<file path="config.mk">
export PLATFORM = sky130hd
export DESIGN_NAME = pctl_handshake
export DESIGN_NICKNAME = d
export VERILOG_FILES = /design/src/rtl/hs_pkg.sv /design/src/rtl/hs_sync_edge.sv /design/src/rtl/hs_out_ctl.sv /design/src/rtl/pctl_handshake.sv
export SDC_FILE = /design/constraint.sdc
export NUM_CORES = 1
export LEC_CHECK = 0
export ABC_AREA = 1
export CAP_MARGIN = 20
export CORE_AREA = 10 10 47 49
export CTS_CLUSTER_SIZE = 40
export DETAILED_ROUTE_END_ITERATION = 10
export DIE_AREA = 0 0 57 59
export DONT_BUFFER_PORTS = 1
export HOLD_SLACK_MARGIN = 0.08
export MAX_ROUTING_LAYER = met4
export PLACE_DENSITY = 0.6
export SETUP_SLACK_MARGIN = 0.3
export SKIP_CTS_REPAIR_TIMING = 1
export SLEW_MARGIN = 25
export SYNTH_ARGS = -nofsm -noshare
export SYNTH_HDL_FRONTEND = slang
export SYNTH_HIERARCHICAL = 1
export SYNTH_SLANG_ARGS = --single-unit
</file>
<file path="constraint.sdc">
create_clock -name clk -period 0.8 [get_ports clk]
set_input_delay 0.04 -clock clk [delete_from_list [all_inputs] [get_ports clk]]
set_output_delay 0.04 -clock clk [all_outputs]
set_load 0.005 [all_outputs]
</file>
<file path="src/rtl/hs_pkg.sv">
package hs_pkg;

    localparam int NLINES = 2;

    typedef enum logic [2:0] {
        HM_INPUT    = 3'd0,
        HM_RD_LEVEL = 3'd1,
        HM_RD_PULSE = 3'd2,
        HM_WR_LEVEL = 3'd3,
        HM_WR_PULSE = 3'd4
    } hs_mode_e;

    typedef struct packed {
        logic drive;    // second line is an output
        logic on_read;  // triggered by port read (else by port write)
        logic pulse;    // single-cycle low instead of level
    } hs_ctl_t;

    function automatic hs_ctl_t hs_decode(input logic [2:0] raw, input logic rd_ok);
        hs_ctl_t c;
        c = '0;
        case (raw)
            HM_RD_LEVEL: if (rd_ok) c = '{drive: 1'b1, on_read: 1'b1, pulse: 1'b0};
            HM_RD_PULSE: if (rd_ok) c = '{drive: 1'b1, on_read: 1'b1, pulse: 1'b1};
            HM_WR_LEVEL: c = '{drive: 1'b1, on_read: 1'b0, pulse: 1'b0};
            HM_WR_PULSE: c = '{drive: 1'b1, on_read: 1'b0, pulse: 1'b1};
            default:     c = '0;
        endcase
        return c;
    endfunction

endpackage

</file>
<file path="src/rtl/hs_sync_edge.sv">
module hs_sync_edge #(
    parameter int STAGES = 2
) (
    input  logic clk,
    input  logic rst,
    input  logic din,
    input  logic rise_sel,
    output logic edge_o
);
    localparam int DEPTH = STAGES + 1;

    logic [DEPTH-1:0] pipe;

    always_ff @(posedge clk) begin
        if (rst) begin
            pipe <= '0;
        end else begin
            pipe <= {pipe[DEPTH-2:0], din};
        end
    end

    // pipe[STAGES-1] is the synchronised value, pipe[STAGES] its previous value
    assign edge_o = rise_sel ? ( pipe[STAGES-1] & ~pipe[STAGES])
                             : (~pipe[STAGES-1] &  pipe[STAGES]);
endmodule

</file>
<file path="src/rtl/hs_out_ctl.sv">
module hs_out_ctl
    import hs_pkg::*;
(
    input  logic    clk,
    input  logic    rst,
    input  hs_ctl_t ctl,
    input  logic    rd_stb,
    input  logic    wr_stb,
    input  logic    done_edge,
    output logic    line_q,
    output logic    line_oe
);
    logic trigger;

    assign trigger = ctl.drive & (ctl.on_read ? rd_stb : wr_stb);

    always_ff @(posedge clk) begin
        if (rst || !ctl.drive) begin
            line_q <= 1'b1;
        end else if (trigger) begin
            line_q <= 1'b0;
        end else if (ctl.pulse || done_edge) begin
            line_q <= 1'b1;
        end
    end

    assign line_oe = ctl.drive;
endmodule

</file>
<file path="src/rtl/pctl_handshake.sv">
module pctl_handshake
    import hs_pkg::*;
#(
    parameter bit RD_HS_EN    = 1'b1,
    parameter int SYNC_STAGES = 2
) (
    input  logic              clk,
    input  logic              rst,
    input  logic [2:0]        mode_sel,
    input  logic [NLINES-1:0] edge_rise,
    input  logic              ctl1_in,
    input  logic              ctl2_in,
    input  logic              port_rd_stb,
    input  logic              port_wr_stb,
    input  logic              flag_wr_stb,
    input  logic [NLINES-1:0] flag_wr_data,
    input  logic              en_wr_stb,
    input  logic [NLINES-1:0] en_wr_data,
    output logic [NLINES-1:0] flags_o,
    output logic [NLINES-1:0] en_o,
    output logic              ctl2_out,
    output logic              ctl2_oe,
    output logic              irq_n
);
    hs_ctl_t           ctl;
    logic [NLINES-1:0] line_in;
    logic [NLINES-1:0] raw_edge;
    logic [NLINES-1:0] edge_hit;
    logic [NLINES-1:0] flag_q, en_q, clr_mask;

    assign ctl     = hs_decode(mode_sel, RD_HS_EN);
    assign line_in = {ctl2_in, ctl1_in};

    for (genvar i = 0; i < NLINES; i++) begin : g_line
        hs_sync_edge #(.STAGES(SYNC_STAGES)) u_sync (
            .clk      (clk),
            .rst      (rst),
            .din      (line_in[i]),
            .rise_sel (edge_rise[i]),
            .edge_o   (raw_edge[i])
        );
    end

    // second line only raises its flag while it is an input
    assign edge_hit = {raw_edge[1] & ~ctl.drive, raw_edge[0]};

    assign clr_mask = (flag_wr_stb ? flag_wr_data : '0)
                    | {1'b0, port_rd_stb | port_wr_stb};

    always_ff @(posedge clk) begin
        if (rst) begin
            flag_q <= '0;
            en_q   <= '0;
        end else begin
            flag_q <= (flag_q & ~clr_mask) | edge_hit;
            if (en_wr_stb) begin
                en_q <= en_wr_data;
            end
        end
    end

    hs_out_ctl u_out (
        .clk       (clk),
        .rst       (rst),
        .ctl       (ctl),
        .rd_stb    (port_rd_stb),
        .wr_stb    (port_wr_stb),
        .done_edge (raw_edge[0]),
        .line_q    (ctl2_out),
        .line_oe   (ctl2_oe)
    );

    assign flags_o = flag_q;
    assign en_o    = en_q;
    assign irq_n   = ~|(flag_q & en_q);
endmodule

</file>
# ---- After elaboration in Yosys (flattened, before gate mapping)
# Cells that the tools add are included.
dict set report classes {
  addsub 0
  n_mul 0
  div_mod_pow 0
  n_lt_le_gt_ge 0
  n_eq_ne 4
  n_shift 0
  n_mux 7
  bitwise_logic 17
  n_reduce_logical 6
}
# cell count
set ops {}
lappend ops {{one-hot mux 3 bit (4 select lines)} 1}
lappend ops {{bitwise AND 1 bit} 6}
lappend ops {{equality test 3 x 2 -> 1 bit (second input constant)} 2}
lappend ops {{2-to-1 mux 1 bit} 5}
lappend ops {{inverter 1 bit} 5}
lappend ops {{bitwise AND 2 bit} 2}
lappend ops {{equality test 3 x 1 -> 1 bit (second input constant)} 1}
lappend ops {{equality test 3 bit (second input constant)} 1}
lappend ops {{logical NOT 1 bit} 2}
lappend ops {{logical OR 1 bit} 2}
lappend ops {{2-to-1 mux 2 bit} 1}
lappend ops {{inverter 2 bit} 1}
lappend ops {{bitwise OR 2 x 1 -> 2 bit} 1}
lappend ops {{bitwise OR 2 bit} 1}
lappend ops {{nonzero test 2 bit} 1}
lappend ops {{OR reduction 2 bit} 1}
lappend ops {{bitwise OR 1 bit} 1}
dict set report word_totals {
  ff_bits 11
  latch_bits 0
  ram_bits 0
  romBits 0
  input_bits 17
  output_inout_bits 7
  mem_count 0
}

# ---- Longest topological paths before layout
dict set report depth {
  ltp_word 6
  depth_mapped 9
  mapped_depth_nobuf 9
}

# ---- By module
# The synthesis kept the hierarchy.
# mod n_inst cells_each area_each_um2 seq_area_each_um2
set modules_own_cells {}
lappend modules_own_cells {pctl_handshake 1 35 230.2 80.1}
lappend modules_own_cells {hs_sync_edge 2 14 103.8 60.1}
lappend modules_own_cells {hs_out_ctl 1 15 76.3 20.0}

# ---- Worst setup path after synthesis
# OpenSTA, ideal clock, no wires.
dict set report synth_timing {
  path_type {reg-to-reg}
  from {register g_line[0].u_sync.pipe[1]}
  to {register u_out.line_q}
  setup_time_ns 0.113
  arrival_ns 0.665
  t_required_ns 0.687
  slack_ns 0.022
  stages_incl_launch_ff 8
  path_buffers 0
  period_less_slack_ns 0.778
  cell_sequence {dfxtp_1 inv_1 nand3_1 nand2_1 nor2_1 nand2_1 nand2_1 nand2_1}
}
dict set report synth_between {
  elab_chain_cells 5
  word_cells_on_any_way 6
  classes_between {mux (1); bitwise (3); reduce/logical (2)}
}
# element line_no
set synth_rtl {}
lappend synth_rtl {{start: declaration} hs_sync_edge.sv:12} ;# logic [DEPTH-1:0] pipe;
lappend synth_rtl {{start signal: assignment} hs_sync_edge.sv:18} ;# pipe <= {pipe[DEPTH-2:0], din};
lappend synth_rtl {{inverter 1 bit} hs_sync_edge.sv:24} ;# : (~pipe[STAGES-1] & pipe[STAGES]);
lappend synth_rtl {{bitwise AND 1 bit} hs_sync_edge.sv:24}
lappend synth_rtl {{2-to-1 mux 1 bit (*)} hs_sync_edge.sv:23} ;# assign edge_o = rise_sel ? ( pipe[STAGES-1] & ~pipe[STAGES])
lappend synth_rtl {{named net edge_hit[0]} pctl_handshake.sv:28} ;# logic [NLINES-1:0] edge_hit;
lappend synth_rtl {{logical OR 1 bit (*)} hs_out_ctl.sv:22} ;# end else if (ctl.pulse || done_edge) begin
lappend synth_rtl {{nonzero test 2 bit (no line) (*)} -}
lappend synth_rtl {{end signal: assignment} hs_out_ctl.sv:19} ;# line_q <= 1'b1;
lappend synth_rtl {{end signal: assignment} hs_out_ctl.sv:21} ;# line_q <= 1'b0;
lappend synth_rtl {{end signal: assignment} hs_out_ctl.sv:23} ;# line_q <= 1'b1;
lappend synth_rtl {{end: declaration} hs_out_ctl.sv:10} ;# output logic line_q,
# The timed path passes the listed nets; every way through them passes the cells marked *.
# A chain may end at the register's enable or synchronous reset.

# ---- Worst setup path after layout
dict set report layout_timing {
  from {register flag_q[0], in the netlist flags_o[0]}
  to {output port irq_n}
}
dict set report layout_between {
  elab_chain_cells 3
}
# element line_no
set layout_rtl {}
lappend layout_rtl {{start: declaration} pctl_handshake.sv:29} ;# logic [NLINES-1:0] flag_q, en_q, clr_mask;
lappend layout_rtl {{start signal: assignment} pctl_handshake.sv:55} ;# flag_q <= (flag_q & ~clr_mask) | edge_hit;
lappend layout_rtl {{bitwise AND 2 bit} pctl_handshake.sv:75} ;# assign irq_n = ~|(flag_q & en_q);
lappend layout_rtl {{OR reduction 2 bit} pctl_handshake.sv:75}
lappend layout_rtl {{logical NOT 1 bit} pctl_handshake.sv:75}
lappend layout_rtl {{end: declaration} pctl_handshake.sv:23} ;# output logic irq_n
# Every way passes these cells.

==> run metrics <==
Avg Cell Area, Syn=6.59 um2; Root Buffer=clkbuf_4; clock share of power=35.0%; Max VDD drop=approximately 0.8 mV; Switch Pwr=0.000259 W; crit path DAT=0.89 ns; DP Wirelength=885 um; P_int=0.000811 W; DP Worst Slack=-0.0228 ns; LEAKAGE=0.295 nW; GPL Wtd Cong=0.717; Least-Margin Pin Slew=around 0.10 ns; Chip Height=slightly below 60 um; pwr dens=~1800 nW/um2; core box area=1400 um2; cts bufs inserted=3; RSZ-0062 raised after global routing=yes; Rel. slew slack=between 90% and 100%; post-synthesis sequential area ratio=42.8%; Fmax achieved=1070 MHz; Fin Hold WS=-0.186 ns; combinational share of power=about a tenth; Post-Syn Area=just over 500 um2; CTS tree=done; starting DRC count in detailed routing=3; YS warnings=6; worst endpoint required time=0.76 ns; fin. max-slew vios=0; pin count of the biggest net entering global routing=12; Detail Route Antenna Nets=0; CTS max path bufs=2; initial core utilization=36.7%; Port Buf Inserts=0; Final Hold Viols=10; kind of end point of the critical path=output pin; area delta synth->final=17.8%; sequential fraction of design power=55.6%; Synth Register Bits=11; setup slack after layout=-0.135 ns; I/O Pins=24; Die Width=57 um; vias per cell=4.55; DR DRC count=0; first-pass GRT wire length=1.79 mm; failing checks=hold timing, setup timing; Crit Path Max Fanout=3; htree depth=1; Final min period=0.935 ns; # clock sinks=11; die area=3360 um2; HP Class=in -> reg; final worst-path cycle share=117%; switching share of total power=roughly a quarter; layout cells sized above 1=36.6%; Netlist cell types=12; DR WL/cell=11.4 um; maxcap violations=0; gr usage total=under 10%; fin util=a little over two fifths; # rows=14; clk_lat worst skew=0.27 ns; final instance area=606 um2; GR Overflow Total=0; drt pass-1 iters=3; vias in the first global route=427; clock slew at reported path FFs=about 0.07 ns; startpoint types=register; Clock Skews=between 0.006 and 0.007 ns; syn_nets=95; Placed Area=between 500 and 600 um2; total wire length=1.11 mm; antenna violations before repair=0; via count=446; Pwr Total=between 0.001 and 0.0015 W; Nets=100; Post-Syn Instances=78; critical path class=reg -> out; status=complete, but fails checks; final setup vio count=2; Total Neg Setup Slack=-0.186 ns; ant diodes=0
[kinds of logic after synthesis]
group / after synthesis / share of synthesized area, %
compound gates: 8 / 9.24
buf+inv: 23 / 17.5
flops: 11 / 42.8
simple gates: 36 / 30.4
[synth_stat cells]
| library cell | n | share of area (%) |
|---|---|---|
| o21ai_1 | 1 | 0.97 |
| a22o_1 | 1 | 1.7 |
| inv_1 | 22 | 16 |
| nand3_2 | 2 | 3.9 |
| nor2_1 | 9 | 6.6 |
| dfxtp_1 | 11 | 43 |
| a21oi_2 | 1 | 1.7 |
| nand2_2 | 1 | 1.2 |
| nand3_1 | 5 | 4.9 |
| buf_4 | 1 | 1.5 |
| nand2_1 | 19 | 14 |
| a21oi_1 | 5 | 4.9 |
[worst max-delay path, stage by stage (launching register included)]
cell and delay (ns):
dfxtp_2 0.34, a22o_1 0.23, inv_2 0.05
[state kept, by name (all words and copies together) (netlist names)]
signal              count
en_o                    2
g_line.u_sync/pipe      6
u_out/line_q            1
flags_o                 2
[layout by cell type, fill, tap and decap left out]
master         count
inv_2              5
clkbuf_4           3
nand2_2            4
o21ai_1            1
dfxtp_2            9
dfxtp_4            1
inv_1             17
dfxtp_1            1
nand3_1            3
dlygate4sd3_1      1
clkbuf_1           1
a21oi_1            3
nand3_2            4
nor2_2             1
a22o_1             1
nand2_1           16
a21oi_2            3
nor2_1             8
[stage by stage]
step	std cells	hold slack, ns
final	98	-0.186
after CTS	97	-0.183
after global routing	98	-0.206
after floorplan	78	0.102
after global placement	93	0.105
after detailed placement	93	0.106
[path summary, 6_finish.rpt]
kind / from / to / slack (ns) / cells after the start
setup / recovery: flags_o[0] / irq_n / -0.13 / 2
hold / removal: rst / en_o[1] / -0.19 / 1
setup reg to reg: g_line[0].u_sync/pipe[2] / u_out/line_q / -0.05 / 7
hold reg to reg: g_line[0].u_sync/pipe[0] / g_line[0].u_sync/pipe[1] / 0.39 / 2
[per-layer routing]
layer  part of all wire, %  vias to the layer above  track usage (%)
li1                      -                      234                -
met1                    38                      195             6.15
met2                    47                       17             10.2
met3                    16                        0             6.01
met4                     0                        0             2.01
met5                     0                        -                -
[final cells by class]
cell class | instances | area, um2
Timing Repair Buffer | 1 | 10.0
Tap cell | 16 | 20.0
Multi-Input combinational cell | 44 | 231
Sequential cell | 11 | 235
Fill cell | 160 | 796
Clock buffer | 4 | 26.3
Inverter | 22 | 82.6
[power groups by stage]
stage                     logic [W]  registers (W)  clock network [W]
final                      0.000101       0.000595           0.000375
after global routing       0.000120       0.000598           0.000427
after CTS                 0.0000914       0.000592           0.000384
after detailed placement  0.0000914       0.000604                  0
after global placement    0.0000885       0.000604                  0
after floorplan           0.0000855       0.000599                  0
Note: power is estimated with default switching activity, not from simulation.
